===== src/rtl/nic_regs_pkg.sv =====
// Package: shared register addresses, command bit positions and write masks
// for the command and interrupt register unit.
// Assumes a 16-bit register width and a 6-bit register address.
package nic_regs_pkg;

    localparam int DW = 16;
    localparam int AW = 6;

    // Register addresses
    localparam logic [AW-1:0] A_CMD    = 6'd0;
    localparam logic [AW-1:0] A_STAT   = 6'd1;
    localparam logic [AW-1:0] A_MASK   = 6'd2;
    localparam logic [AW-1:0] A_CFG    = 6'd3;
    localparam logic [AW-1:0] A_CFG2   = 6'd4;
    localparam logic [AW-1:0] A_TXC    = 6'd5;
    localparam logic [AW-1:0] A_RXC    = 6'd6;
    localparam logic [AW-1:0] A_EOB    = 6'd7;
    localparam logic [AW-1:0] A_TALLY0 = 6'd8;

    // Command bit positions
    localparam int B_HALT   = 0;
    localparam int B_TX     = 1;
    localparam int B_RXOFF  = 2;
    localparam int B_RXON   = 3;
    localparam int B_TSTOP  = 4;
    localparam int B_TSTART = 5;
    localparam int B_RST    = 7;
    localparam int B_RES    = 8;
    localparam int B_TBL    = 9;

    // Status bit positions set by unit done pulses
    localparam int S_TXDONE  = 9;
    localparam int S_TBLDONE = 12;

    // Write masks and reset values
    localparam logic [DW-1:0] CMD_KEEP  = 16'h03BF;
    localparam logic [DW-1:0] CMD_INIT  = 16'h0094;
    localparam logic [DW-1:0] MASK_KEEP = 16'h7FFF;
    localparam logic [DW-1:0] CFG_KEEP  = 16'hBFFF;
    localparam logic [DW-1:0] CFG2_KEEP = 16'hF017;
    localparam logic [DW-1:0] TXC_KEEP  = 16'hF000;
    localparam logic [DW-1:0] RXC_KEEP  = 16'hFFE0;
    localparam logic [DW-1:0] EOB_INIT  = 16'h02F8;

    // Strobe bundle, one bit per functional-unit command
    typedef struct packed {
        logic tbl_load;
        logic res_fetch;
        logic sw_rst;
        logic tmr_start;
        logic tmr_stop;
        logic rx_off;
        logic rx_on;
        logic tx_go;
        logic halt_tx;
    } strobe_t;

endpackage


===== src/rtl/nic_cmd_ctrl.sv =====
// Module: command register and strobe generator.
// Decodes host command writes, applies the exclusive-pair and software-reset
// rules, leaves reset on a write without the reset bit, and clears the
// transmit, resource and table bits on the units' done pulses.
// Assumes: done pulses are single-cycle; a write in the same cycle as a done
// pulse re-sets the bit (write wins).
module nic_cmd_ctrl
    import nic_regs_pkg::*;
(
    input  logic          clk,
    input  logic          rst_n,
    input  logic          cmd_wr,
    input  logic [DW-1:0] wdata,
    input  logic          tx_done,
    input  logic          res_done,
    input  logic          tbl_done,
    output logic [DW-1:0] cmd_q,
    output strobe_t       stb_q
);

    logic [DW-1:0] base;
    logic [DW-1:0] cmd_d;
    strobe_t       stb_d;
    logic          leaving_reset;

    // Purpose: detect a write that only takes the block out of reset.
    assign leaving_reset = cmd_wr && cmd_q[B_RST] && !wdata[B_RST];

    // Purpose: next command value and the strobes it implies.
    always_comb begin
        base = cmd_q;
        if (tx_done)  base[B_TX]  = 1'b0;
        if (res_done) base[B_RES] = 1'b0;
        if (tbl_done) base[B_TBL] = 1'b0;
        cmd_d = base;
        stb_d = '0;
        if (leaving_reset) begin
            cmd_d[B_RST] = 1'b0;
        end else if (cmd_wr) begin
            cmd_d = base | (wdata & CMD_KEEP);
            if (wdata[B_RXON] && !wdata[B_RXOFF]) cmd_d[B_RXOFF] = 1'b0;
            if (wdata[B_RXOFF])                   cmd_d[B_RXON]  = 1'b0;
            if (wdata[B_TSTART] && !wdata[B_TSTOP]) cmd_d[B_TSTOP]  = 1'b0;
            if (wdata[B_TSTOP])                     cmd_d[B_TSTART] = 1'b0;
            if (wdata[B_RST]) begin
                cmd_d[B_TBL]   = 1'b0;
                cmd_d[B_RES]   = 1'b0;
                cmd_d[B_TX]    = 1'b0;
                cmd_d[B_HALT]  = 1'b0;
                cmd_d[B_RXON]  = 1'b0;
                cmd_d[B_RST]   = 1'b1;
                cmd_d[B_RXOFF] = 1'b1;
            end
            stb_d.halt_tx   = wdata[B_HALT];
            stb_d.tx_go     = wdata[B_TX]  && !wdata[B_RST];
            stb_d.rx_on     = wdata[B_RXON] && !wdata[B_RXOFF];
            stb_d.rx_off    = wdata[B_RXOFF];
            stb_d.tmr_start = wdata[B_TSTART] && !wdata[B_TSTOP];
            stb_d.tmr_stop  = wdata[B_TSTOP];
            stb_d.sw_rst    = wdata[B_RST];
            stb_d.res_fetch = wdata[B_RES] && !wdata[B_RST];
            stb_d.tbl_load  = wdata[B_TBL] && !wdata[B_RST];
        end
    end

    // Purpose: command register and registered one-cycle strobes.
    always_ff @(posedge clk) begin
        if (!rst_n) begin
            cmd_q <= CMD_INIT;
            stb_q <= '0;
        end else begin
            cmd_q <= cmd_d;
            stb_q <= stb_d;
        end
    end

    // receiver pair never both set
    p_rx_excl_r3: assert property (@(posedge clk) disable iff (!rst_n)
        !(cmd_q[B_RXON] && cmd_q[B_RXOFF]));
    // timer pair never both set
    p_tmr_excl_r3: assert property (@(posedge clk) disable iff (!rst_n)
        !(cmd_q[B_TSTART] && cmd_q[B_TSTOP]));
    // leaving reset touches only the reset bit
    p_leave_reset_r2: assert property (@(posedge clk) disable iff (!rst_n)
        (leaving_reset && !tx_done && !res_done && !tbl_done) |=>
        (cmd_q == ($past(cmd_q) & ~(16'h1 << B_RST))));
    // leaving reset fires no strobe
    p_no_stb_r2: assert property (@(posedge clk) disable iff (!rst_n)
        leaving_reset |=> (stb_q == '0));
    // software reset sets reset and receiver-disable
    p_swrst_r4: assert property (@(posedge clk) disable iff (!rst_n)
        (cmd_wr && wdata[B_RST]) |=> (cmd_q[B_RST] && cmd_q[B_RXOFF] && !cmd_q[B_TX]));
    // strobes last one cycle when no write follows
    p_stb_pulse_r5: assert property (@(posedge clk) disable iff (!rst_n)
        ((stb_q != '0) && !cmd_wr) |=> (stb_q == '0));

endmodule


===== src/rtl/nic_irq_ctrl.sv =====
// Module: interrupt status and mask registers, interrupt line.
// Status is write-one-to-clear with event set taking priority; the mask
// ignores bit 15. The interrupt line is the OR of masked status.
// Assumes event inputs are already single-cycle pulses.
module nic_irq_ctrl
    import nic_regs_pkg::*;
(
    input  logic          clk,
    input  logic          rst_n,
    input  logic          stat_wr,
    input  logic          mask_wr,
    input  logic [DW-1:0] wdata,
    input  logic [DW-1:0] evt,
    output logic [DW-1:0] stat_q,
    output logic [DW-1:0] mask_q,
    output logic          irq_o
);

    logic [DW-1:0] clr;

    // Purpose: bits the host asks to clear this cycle.
    assign clr = stat_wr ? wdata : '0;

    // Purpose: status and mask registers.
    always_ff @(posedge clk) begin
        if (!rst_n) begin
            stat_q <= '0;
            mask_q <= '0;
        end else begin
            stat_q <= (stat_q & ~clr) | evt;
            if (mask_wr) mask_q <= wdata & MASK_KEEP;
        end
    end

    // Purpose: level interrupt from masked status.
    assign irq_o = |(stat_q & mask_q);

    // written ones are gone next cycle when no event arrives
    p_w1c_r7: assert property (@(posedge clk) disable iff (!rst_n)
        (stat_wr && evt == '0) |=> ((stat_q & $past(wdata)) == '0));
    // events always land, even against a clear
    p_set_wins_r7: assert property (@(posedge clk) disable iff (!rst_n)
        (evt != '0) |=> ((stat_q & $past(evt)) == $past(evt)));
    // status holds without write or event
    p_hold_r7: assert property (@(posedge clk) disable iff (!rst_n)
        (!stat_wr && evt == '0) |=> $stable(stat_q));
    // interrupt requires a pending status bit
    p_irq_src_r8: assert property (@(posedge clk) disable iff (!rst_n)
        irq_o |-> (stat_q != '0));

endmodule


===== src/rtl/nic_cfg_regs.sv =====
// Module: configuration, control, end-of-buffer and tally registers.
// Applies the per-register write rules: reset-only writes for the two
// configuration registers, field masks for the control registers, and
// inverted storage for the tally registers.
// Assumes in_reset reflects the current command reset bit.
module nic_cfg_regs
    import nic_regs_pkg::*;
#(
    parameter int NUM_TALLY = 3
)(
    input  logic                    clk,
    input  logic                    rst_n,
    input  logic                    wr,
    input  logic [AW-1:0]           addr,
    input  logic [DW-1:0]           wdata,
    input  logic                    in_reset,
    output logic [DW-1:0]           cfg_q,
    output logic [DW-1:0]           cfg2_q,
    output logic [DW-1:0]           txc_q,
    output logic [DW-1:0]           rxc_q,
    output logic [DW-1:0]           eob_q,
    output logic [NUM_TALLY*DW-1:0] tally_q
);

    // Purpose: plain and masked configuration and control registers.
    always_ff @(posedge clk) begin
        if (!rst_n) begin
            cfg_q  <= '0;
            cfg2_q <= '0;
            txc_q  <= '0;
            rxc_q  <= '0;
            eob_q  <= EOB_INIT;
        end else if (wr) begin
            if (addr == A_CFG  && in_reset) cfg_q  <= wdata & CFG_KEEP;
            if (addr == A_CFG2 && in_reset) cfg2_q <= wdata & CFG2_KEEP;
            if (addr == A_TXC)              txc_q  <= wdata & TXC_KEEP;
            if (addr == A_RXC)              rxc_q  <= wdata & RXC_KEEP;
            if (addr == A_EOB)              eob_q  <= wdata;
        end
    end

    // Purpose: one inverting tally register per counter.
    for (genvar g = 0; g < NUM_TALLY; g++) begin : g_tally
        localparam logic [AW-1:0] MY_ADDR = A_TALLY0 + AW'(g);
        always_ff @(posedge clk) begin
            if (!rst_n)
                tally_q[g*DW +: DW] <= '0;
            else if (wr && addr == MY_ADDR)
                tally_q[g*DW +: DW] <= ~wdata;
        end
    end

    // configuration locked outside reset
    p_cfg_locked_r9: assert property (@(posedge clk) disable iff (!rst_n)
        (wr && addr == A_CFG && !in_reset) |=> $stable(cfg_q));
    // second configuration locked outside reset
    p_cfg2_locked_r9: assert property (@(posedge clk) disable iff (!rst_n)
        (wr && addr == A_CFG2 && !in_reset) |=> $stable(cfg2_q));
    // transmit control low bits stay clear
    p_txc_low_r10: assert property (@(posedge clk) disable iff (!rst_n)
        (wr && addr == A_TXC) |=> (txc_q[11:0] == 12'h000));

endmodule


===== src/rtl/nic_cmd_regs.sv =====
// Module: top of the command and interrupt register unit.
// Decodes the host write address, folds unit done pulses into status events,
// and returns registered read data.
// Assumes single-cycle host strobes and no simultaneous read and write hazard
// (a read returns the value before a same-cycle write).
module nic_cmd_regs
    import nic_regs_pkg::*;
#(
    parameter int NUM_TALLY = 3
)(
    input  logic          clk,
    input  logic          rst_n,
    input  logic [5:0]    host_addr,
    input  logic          host_wr,
    input  logic          host_rd,
    input  logic [15:0]   host_wdata,
    output logic [15:0]   host_rdata,
    input  logic [15:0]   evt_set,
    input  logic          tx_done,
    input  logic          res_done,
    input  logic          tbl_done,
    output logic          irq_o,
    output logic          halt_tx_stb,
    output logic          tx_go_stb,
    output logic          rx_on_stb,
    output logic          rx_off_stb,
    output logic          tmr_stop_stb,
    output logic          tmr_start_stb,
    output logic          sw_rst_stb,
    output logic          res_fetch_stb,
    output logic          tbl_load_stb
);

    localparam logic [AW-1:0] A_LAST_TALLY = A_TALLY0 + AW'(NUM_TALLY - 1);

    logic [DW-1:0]           cmd_q, stat_q, mask_q;
    logic [DW-1:0]           cfg_q, cfg2_q, txc_q, rxc_q, eob_q;
    logic [NUM_TALLY*DW-1:0] tally_q;
    logic [DW-1:0]           evt_all;
    logic [DW-1:0]           rd_mux;
    strobe_t                 stb;

    // Purpose: merge external events with unit completion events.
    always_comb begin
        evt_all = evt_set;
        if (tx_done)  evt_all[S_TXDONE]  = 1'b1;
        if (tbl_done) evt_all[S_TBLDONE] = 1'b1;
    end

    nic_cmd_ctrl u_cmd (
        .clk      (clk),
        .rst_n    (rst_n),
        .cmd_wr   (host_wr && host_addr == A_CMD),
        .wdata    (host_wdata),
        .tx_done  (tx_done),
        .res_done (res_done),
        .tbl_done (tbl_done),
        .cmd_q    (cmd_q),
        .stb_q    (stb)
    );

    nic_irq_ctrl u_irq (
        .clk     (clk),
        .rst_n   (rst_n),
        .stat_wr (host_wr && host_addr == A_STAT),
        .mask_wr (host_wr && host_addr == A_MASK),
        .wdata   (host_wdata),
        .evt     (evt_all),
        .stat_q  (stat_q),
        .mask_q  (mask_q),
        .irq_o   (irq_o)
    );

    nic_cfg_regs #(.NUM_TALLY(NUM_TALLY)) u_cfg (
        .clk      (clk),
        .rst_n    (rst_n),
        .wr       (host_wr),
        .addr     (host_addr),
        .wdata    (host_wdata),
        .in_reset (cmd_q[B_RST]),
        .cfg_q    (cfg_q),
        .cfg2_q   (cfg2_q),
        .txc_q    (txc_q),
        .rxc_q    (rxc_q),
        .eob_q    (eob_q),
        .tally_q  (tally_q)
    );

    assign halt_tx_stb   = stb.halt_tx;
    assign tx_go_stb     = stb.tx_go;
    assign rx_on_stb     = stb.rx_on;
    assign rx_off_stb    = stb.rx_off;
    assign tmr_stop_stb  = stb.tmr_stop;
    assign tmr_start_stb = stb.tmr_start;
    assign sw_rst_stb    = stb.sw_rst;
    assign res_fetch_stb = stb.res_fetch;
    assign tbl_load_stb  = stb.tbl_load;

    // Purpose: select the addressed register for read-back.
    always_comb begin
        rd_mux = '0;
        case (host_addr)
            A_CMD:  rd_mux = cmd_q;
            A_STAT: rd_mux = stat_q;
            A_MASK: rd_mux = mask_q;
            A_CFG:  rd_mux = cfg_q;
            A_CFG2: rd_mux = cfg2_q;
            A_TXC:  rd_mux = txc_q;
            A_RXC:  rd_mux = rxc_q;
            A_EOB:  rd_mux = eob_q;
            default: begin
                if (host_addr >= A_TALLY0 && host_addr <= A_LAST_TALLY)
                    rd_mux = tally_q[(host_addr - A_TALLY0)*DW +: DW];
            end
        endcase
    end

    // Purpose: registered read data, updated on each read strobe.
    always_ff @(posedge clk) begin
        if (!rst_n)       host_rdata <= '0;
        else if (host_rd) host_rdata <= rd_mux;
    end

    // mask bit 15 never reachable from the host
    p_mask_b15_r8: assert property (@(posedge clk) disable iff (!rst_n)
        (host_wr && host_addr == A_MASK) |=> !mask_q[15]);
    // transmit done drops the transmit command bit
    p_txdone_r6: assert property (@(posedge clk) disable iff (!rst_n)
        (tx_done && !(host_wr && host_addr == A_CMD)) |=> (!cmd_q[B_TX] && stat_q[S_TXDONE]));

endmodule


===== config.mk =====
export PLATFORM = sky130hd
export DESIGN_NAME = nic_cmd_regs
export DESIGN_NICKNAME = d
export VERILOG_FILES = /design/src/rtl/nic_regs_pkg.sv /design/src/rtl/nic_cmd_ctrl.sv /design/src/rtl/nic_irq_ctrl.sv /design/src/rtl/nic_cfg_regs.sv /design/src/rtl/nic_cmd_regs.sv
export SDC_FILE = /design/constraint.sdc
export NUM_CORES = 1
export LEC_CHECK = 0
export BUFFER_PORTS_ARGS = -buffer_cell sky130_fd_sc_hd__buf_2
export CAP_MARGIN = 20
export CORE_UTILIZATION = 25
export CTS_CLUSTER_SIZE = 10
export DETAILED_ROUTE_END_ITERATION = 6
export HOLD_SLACK_MARGIN = 0.15
export PLACE_DENSITY = 0.44
export SLEW_MARGIN = 20
export SYNTH_ARGS = -nofsm -noshare
export SYNTH_HDL_FRONTEND = slang
export SYNTH_HIERARCHICAL = 1
export SYNTH_SLANG_ARGS = --single-unit

===== constraint.sdc =====
create_clock -name clk -period 2.7 [get_ports clk]
set_clock_uncertainty 0.15 [all_clocks]
set_input_delay 0.135 -clock clk [delete_from_list [all_inputs] [get_ports clk]]
set_output_delay 0.135 -clock clk [all_outputs]
set_load 0.02 [all_outputs]

# == Word-level counts from Yosys, hierarchy flattened ==
# Cells that the tools add are included.
# classes
n_addsub,1
n_lt_le_gt_ge,2
n_eq_ne,10
shifts,1
n_mux,18
n_bitwise,9
n_reduce_logical,29
# op_table
operator,n
16-bit case mux with 8 select lines,1
48-bit by 33-bit variable part select with 16-bit output,1
16-bit 2-to-1 mux,2
16-bit NOT,2
"6-bit by 3-bit equality test with 1-bit output, second input constant",4
"6-bit by 4-bit equality test with 1-bit output, second input constant",3
16-bit by 15-bit AND with 16-bit output,1
16-bit AND,1
1-bit logical AND,16
16-bit by 10-bit bitwise OR with 16-bit output,1
16-bit bitwise OR,1
16-bit OR reduction,1
"6-bit by 2-bit equality test with 1-bit output, second input constant",2
2-bit AND reduction,6
1-bit 2-to-1 mux,10
10-bit 2-to-1 mux,1
"6-bit by 4-bit subtractor with 7-bit output, second input constant",1
"6-bit by 1-bit equality test with 1-bit output, second input constant",1
"6-bit by 4-bit >= comparator with 1-bit output, second input constant",1
"6-bit by 4-bit less-or-equal comparator with 1-bit output, second input constant",1
6-bit zero test,1
2-bit 2-to-1 mux,2
4-bit 2-to-1 mux,1
1-bit zero test,3
4 further kinds,6
# totals
register_bits,174
in_bits,45
output_inout_bits,26
word_cells,93

# == Longest topological paths before layout ==
# depth
ltp_word,6
mapped_depth,9
ltp_nobuf,5

# == By module ==
# Netlist, hierarchy kept.
# modules_own_cells
mod,n_inst,cells_per_inst,area_each_um2
nic_cfg_regs,1,402,4101.4
nic_cmd_regs,1,256,2113.3
nic_irq_ctrl,1,127,1232.4
nic_cmd_ctrl,1,68,689.4

# == Worst setup path after synthesis ==
# OpenSTA, ideal clock, no wires.
# synth_timing
kind,in2reg
from,in host_addr[0]
to,reg u_cmd.cmd_q[4]
setup_ps,114
arrival_ps,2102
required_time_ps,2436
path_slack_ps,334
stages,7
path_buffers,3
path_cell_list,buf_2 -> nor4_2 -> buf_2 -> nor4bb_1 -> buf_4 -> nand3_1 -> a21o_1
# synth_between
elab_chain_len,6
# synth_rtl
element,line,rtl
"start, declared",nic_cmd_regs.sv:13,"input logic [5:0] host_addr,"
6-bit zero test (*),nic_cmd_regs.sv:53,".cmd_wr (host_wr && host_addr == A_CMD),"
1-bit logical AND (*),nic_cmd_regs.sv:53,
1-bit logical AND (2 in series),nic_cmd_ctrl.sv:27,assign leaving_reset = cmd_wr && cmd_q[B_RST] && !wdata[B_RST];
1-bit NOT (no line),n/a,
2-bit AND reduction (no line) (*),n/a,
"end signal, assigned",nic_cmd_ctrl.sv:72,cmd_q <= cmd_d;
"end, declared",nic_cmd_ctrl.sv:17,"output logic [DW-1:0] cmd_q,"
# Every way passes the cells marked *; elsewhere a longest branch is shown, timed or not.
# A chain may end at the register's enable or synchronous reset.

# == Final worst setup path ==
# layout_timing
from,in host_addr[0]
to,reg u_cmd.cmd_q[9]
# layout_between
elab_chain_len,5
# layout_rtl
element,line,rtl
6-bit zero test (*),nic_cmd_regs.sv:53,
1-bit logical AND (*),nic_cmd_regs.sv:53,
1-bit logical AND (2 in series),nic_cmd_ctrl.sv:27,
2-bit 2-to-1 mux (*),nic_cmd_ctrl.sv:37,if (leaving_reset) begin
# Every way passes the cells marked *; elsewhere a longest branch is shown, timed or not. The select of a mux whose other input is x is not followed.

==> impl_metrics.tcl <==
set metrics [dict create \
    status "finished clean" \
    power_frac_comb 0.094 \
    yosysSeqAreaShare 0.411 \
    instances_no_fill 1412 \
    clk_pin_slew_ns 0.07 \
    die_y_um 182 \
    worstPathArrival_ns 2.80 \
    worstSetupStartpointType "input port" \
    start_util 0.256 \
    cts_buffers 17 \
    switchingPower_uw 1400 \
    synth-edff-count 0 \
    rsz0062_at_grt "no" \
    fillers 3303 \
    ys_warn_count 6 \
    synth_top_area_frac 0.411 \
    wl_mm 25.6 \
    crit_type "in2reg" \
    antennaDiodeCount 0 \
    die-width_um 182 \
    path_cells "buf_2 -> nor4_2 -> buf_12 -> nor4bb_4 -> buf_4 -> a32oi_1 -> dlygate4sd3_1 -> nor2_1 -> dlygate4sd3_1" \
    ys.flop_type "dfxtp_1" \
    p_per_area_nw_per_um2 556 \
    synth.area.top_cells "dfxtp_1 (41%), mux2i_1 (18%), nand2_1 (6.1%)" \
    root_buffer "clkbuf_16" \
    io_pins 71 \
    internal-power_uw 4200 \
    clock_path_buffers 2 \
    placed_cells_incl_taps 1322 \
    setup_violations 0 \
    drv_slew 0 \
    ys_ff_latch 167 \
    p_seq_frac 0.453 \
    timing.critical_path.slowest_cell_delay_ns 0.57 \
    ant_nets 0 \
    drt-initial-drc-count 405 \
    dr_total_vias 6501 \
    place.gp.congestion 0.778 \
    end_kind "register" \
    fin_nets 1010 \
    drc 0 \
    pwr-share-clk 0.454 \
    h-tree-depth 4 \
    clk_latency_ns 0.43 \
    layout_min_cycle_time_ns 2.58 \
    cp.required_ns 2.92 \
    synth_most_common_cell "dfxtp_1" \
    crit_slowest_cell "dlygate4sd3_1" \
    sw_frac_of_total 0.250 \
    final_layout_size_suffix_gt1_frac 0.191 \
    cp_common_cell "dlygate4sd3_1" \
    grt_use_total 0.157 \
    via_per_inst 4.60 \
    syn_to_final_growth_pct 23.7 \
    core_um2 31800 \
    max_cap_violations 0 \
    avgSynthCellArea_um2 9.54 \
    synthCells 853 \
    fin_crit_sh 0.955 \
    drt_first_pass_iters 5 \
    fmax_mhz 388 \
    ys_types 59 \
    setup_tns_ns 0 \
    antenna_found_initial 0 \
    dp_hpwl_mm 17.6 \
    tightest_slew_ns 0.683 \
    grt_pass1_vias 6210 \
    synthArstFlopShare 0 \
    cts_setup_buffers 0 \
    p_leak_uw 0.00422 \
    tritoncts "done" \
    critPathMaxFanout 18 \
    rows 65 \
    max-vdd-ir-drop_v 0.000383 \
    grt-ovfl-total 0 \
    hold_path.class "in2reg" \
    dieArea_um2 33300 \
    yosysTopAreaCell "dfxtp_1" \
    ys_top_cells_by_count "dfxtp_1 (167), mux2i_1 (143), nand2_1 (132)" \
    slew-limit-headroom 0.543 \
    io_buffers 70 \
    wl_per_cell_um 18.1 \
    grt_pass1_wl_mm 38.8 \
    grt_start_max_net_pins 47 \
    final_hold_viol_count 0 \
    cts_sinks 167 \
    synthesis.area_um2 8140 \
]
==> worst paths after layout <==
kind                            cells past startpoint                        start                     endpoint  slack, ns
worst max-delay path                                9                 host_addr[0]    u_cmd/cmd_q[9]$_SDFF_PN0_       0.12
worst min-delay path                                4                 host_addr[0]  host_rdata[15]$_SDFFE_PN0P_       0.20
worst max register to register                      5  u_cmd/cmd_q[7]$_SDFFE_PN1P_    u_cmd/cmd_q[9]$_SDFF_PN0_       0.32
worst min register to register                      2  u_cmd/cmd_q[5]$_SDFFE_PN0P_  u_cmd/cmd_q[5]$_SDFFE_PN0P_       0.30
==> cell families (layout without fill, tap and decap cells) <==
family | count (synthesis) | after routing | synth area share
mux | 165 | 165 | 0.206
compound gates | 163 | 163 | 0.143
flops | 167 | 167 | 0.411
buf+inv | 102 | 195 | 0.0750
other cells | 3 | 34 | 0.00138
simple gates | 253 | 253 | 0.163
==> placed cells by master (no fill, tap or decap), drive strengths merged, types with 20 or more instances in the layout <==
| cell type | instances |
|---|---|
| a21oi | 30 |
| a31oi | 35 |
| buf | 99 |
| clkbuf | 20 |
| conb | 34 |
| dfxtp | 167 |
| dlygate4sd3 | 59 |
| mux2 | 22 |
| mux2i | 143 |
| nand2 | 134 |
| nand2b | 24 |
| nor2b | 35 |
==> metrics by stage <==
step / power, uW / area (um^2) / worst slack (ns) / hold WS, ns / utilization
after floorplan: 2870 / 8250 / 0.334 / 0.0545 / -
after global placement: 3050 / 8870 / 0.434 / 0.211 / 0.279
after detailed placement: 3050 / 8870 / 0.454 / 0.219 / 0.279
after CTS: 5650 / 10100 / 0.0555 / 0.196 / 0.316
after global routing: 5800 / 10100 / 0.00526 / 0.223 / 0.317
final: 5600 / 10100 / 0.121 / 0.196 / 0.317
==> power by group through the flow <==
stage,registers [uW],clock network (uW),logic [uW]
finish,2530,2540,525
global route,2540,2700,569
CTS,2530,2590,525
floorplan,2590,0,286
detailed placement,2590,0,462
global placement,2590,0,459
==> routing by layer <==
metal / wire [um] / track usage / vias up
li1: - / - / 3208
met1: 13400 / 0.229 / 3179
met2: 11400 / 0.239 / 106
met3: 569 / 0.0239 / 8
met4: 187 / 0.0373 / 0
met5: 0 / 0 / -
==> state kept, by name (all words and copies together), names as in the netlist <==
name	count
u_cfg/tally_q	48
host_rdata	16
u_cfg/eob_q	16
u_irq/stat_q	16
u_cfg/cfg_q	15
u_irq/mask_q	15
u_cfg/rxc_q	11
u_cmd/cmd_q	9
u_cmd/stb_q	9
u_cfg/cfg2_q	8
u_cfg/txc_q	4
==> area by class of cell <==
type	instances	area [um^2]	area share
repair buffers	158	1220	0.122
clock buffers	20	447	0.0444
inverters	6	22.5	0.00224
clock inverters	11	150	0.0149
well taps	435	544	0.0541
flip-flops and latches	167	3340	0.332
multi-input cells	615	4340	0.431
==> critical path: cells and delay by family <==
| kind | cells | cell delay, ns |
|---|---|---|
| buf+inv | 5 | 1.71 |
| compound gates | 1 | 0.09 |
| simple gates | 3 | 0.83 |
==> what timing repair did <==
action | 4_1_cts | 5_1_grt
hold endpoints to repair | 150 | 0
gates resized for setup | 0 | 1
endpoints found under the setup margin | 0 | 1
hold buffers | 59 | 0
Power figures use the tool's default switching activity.
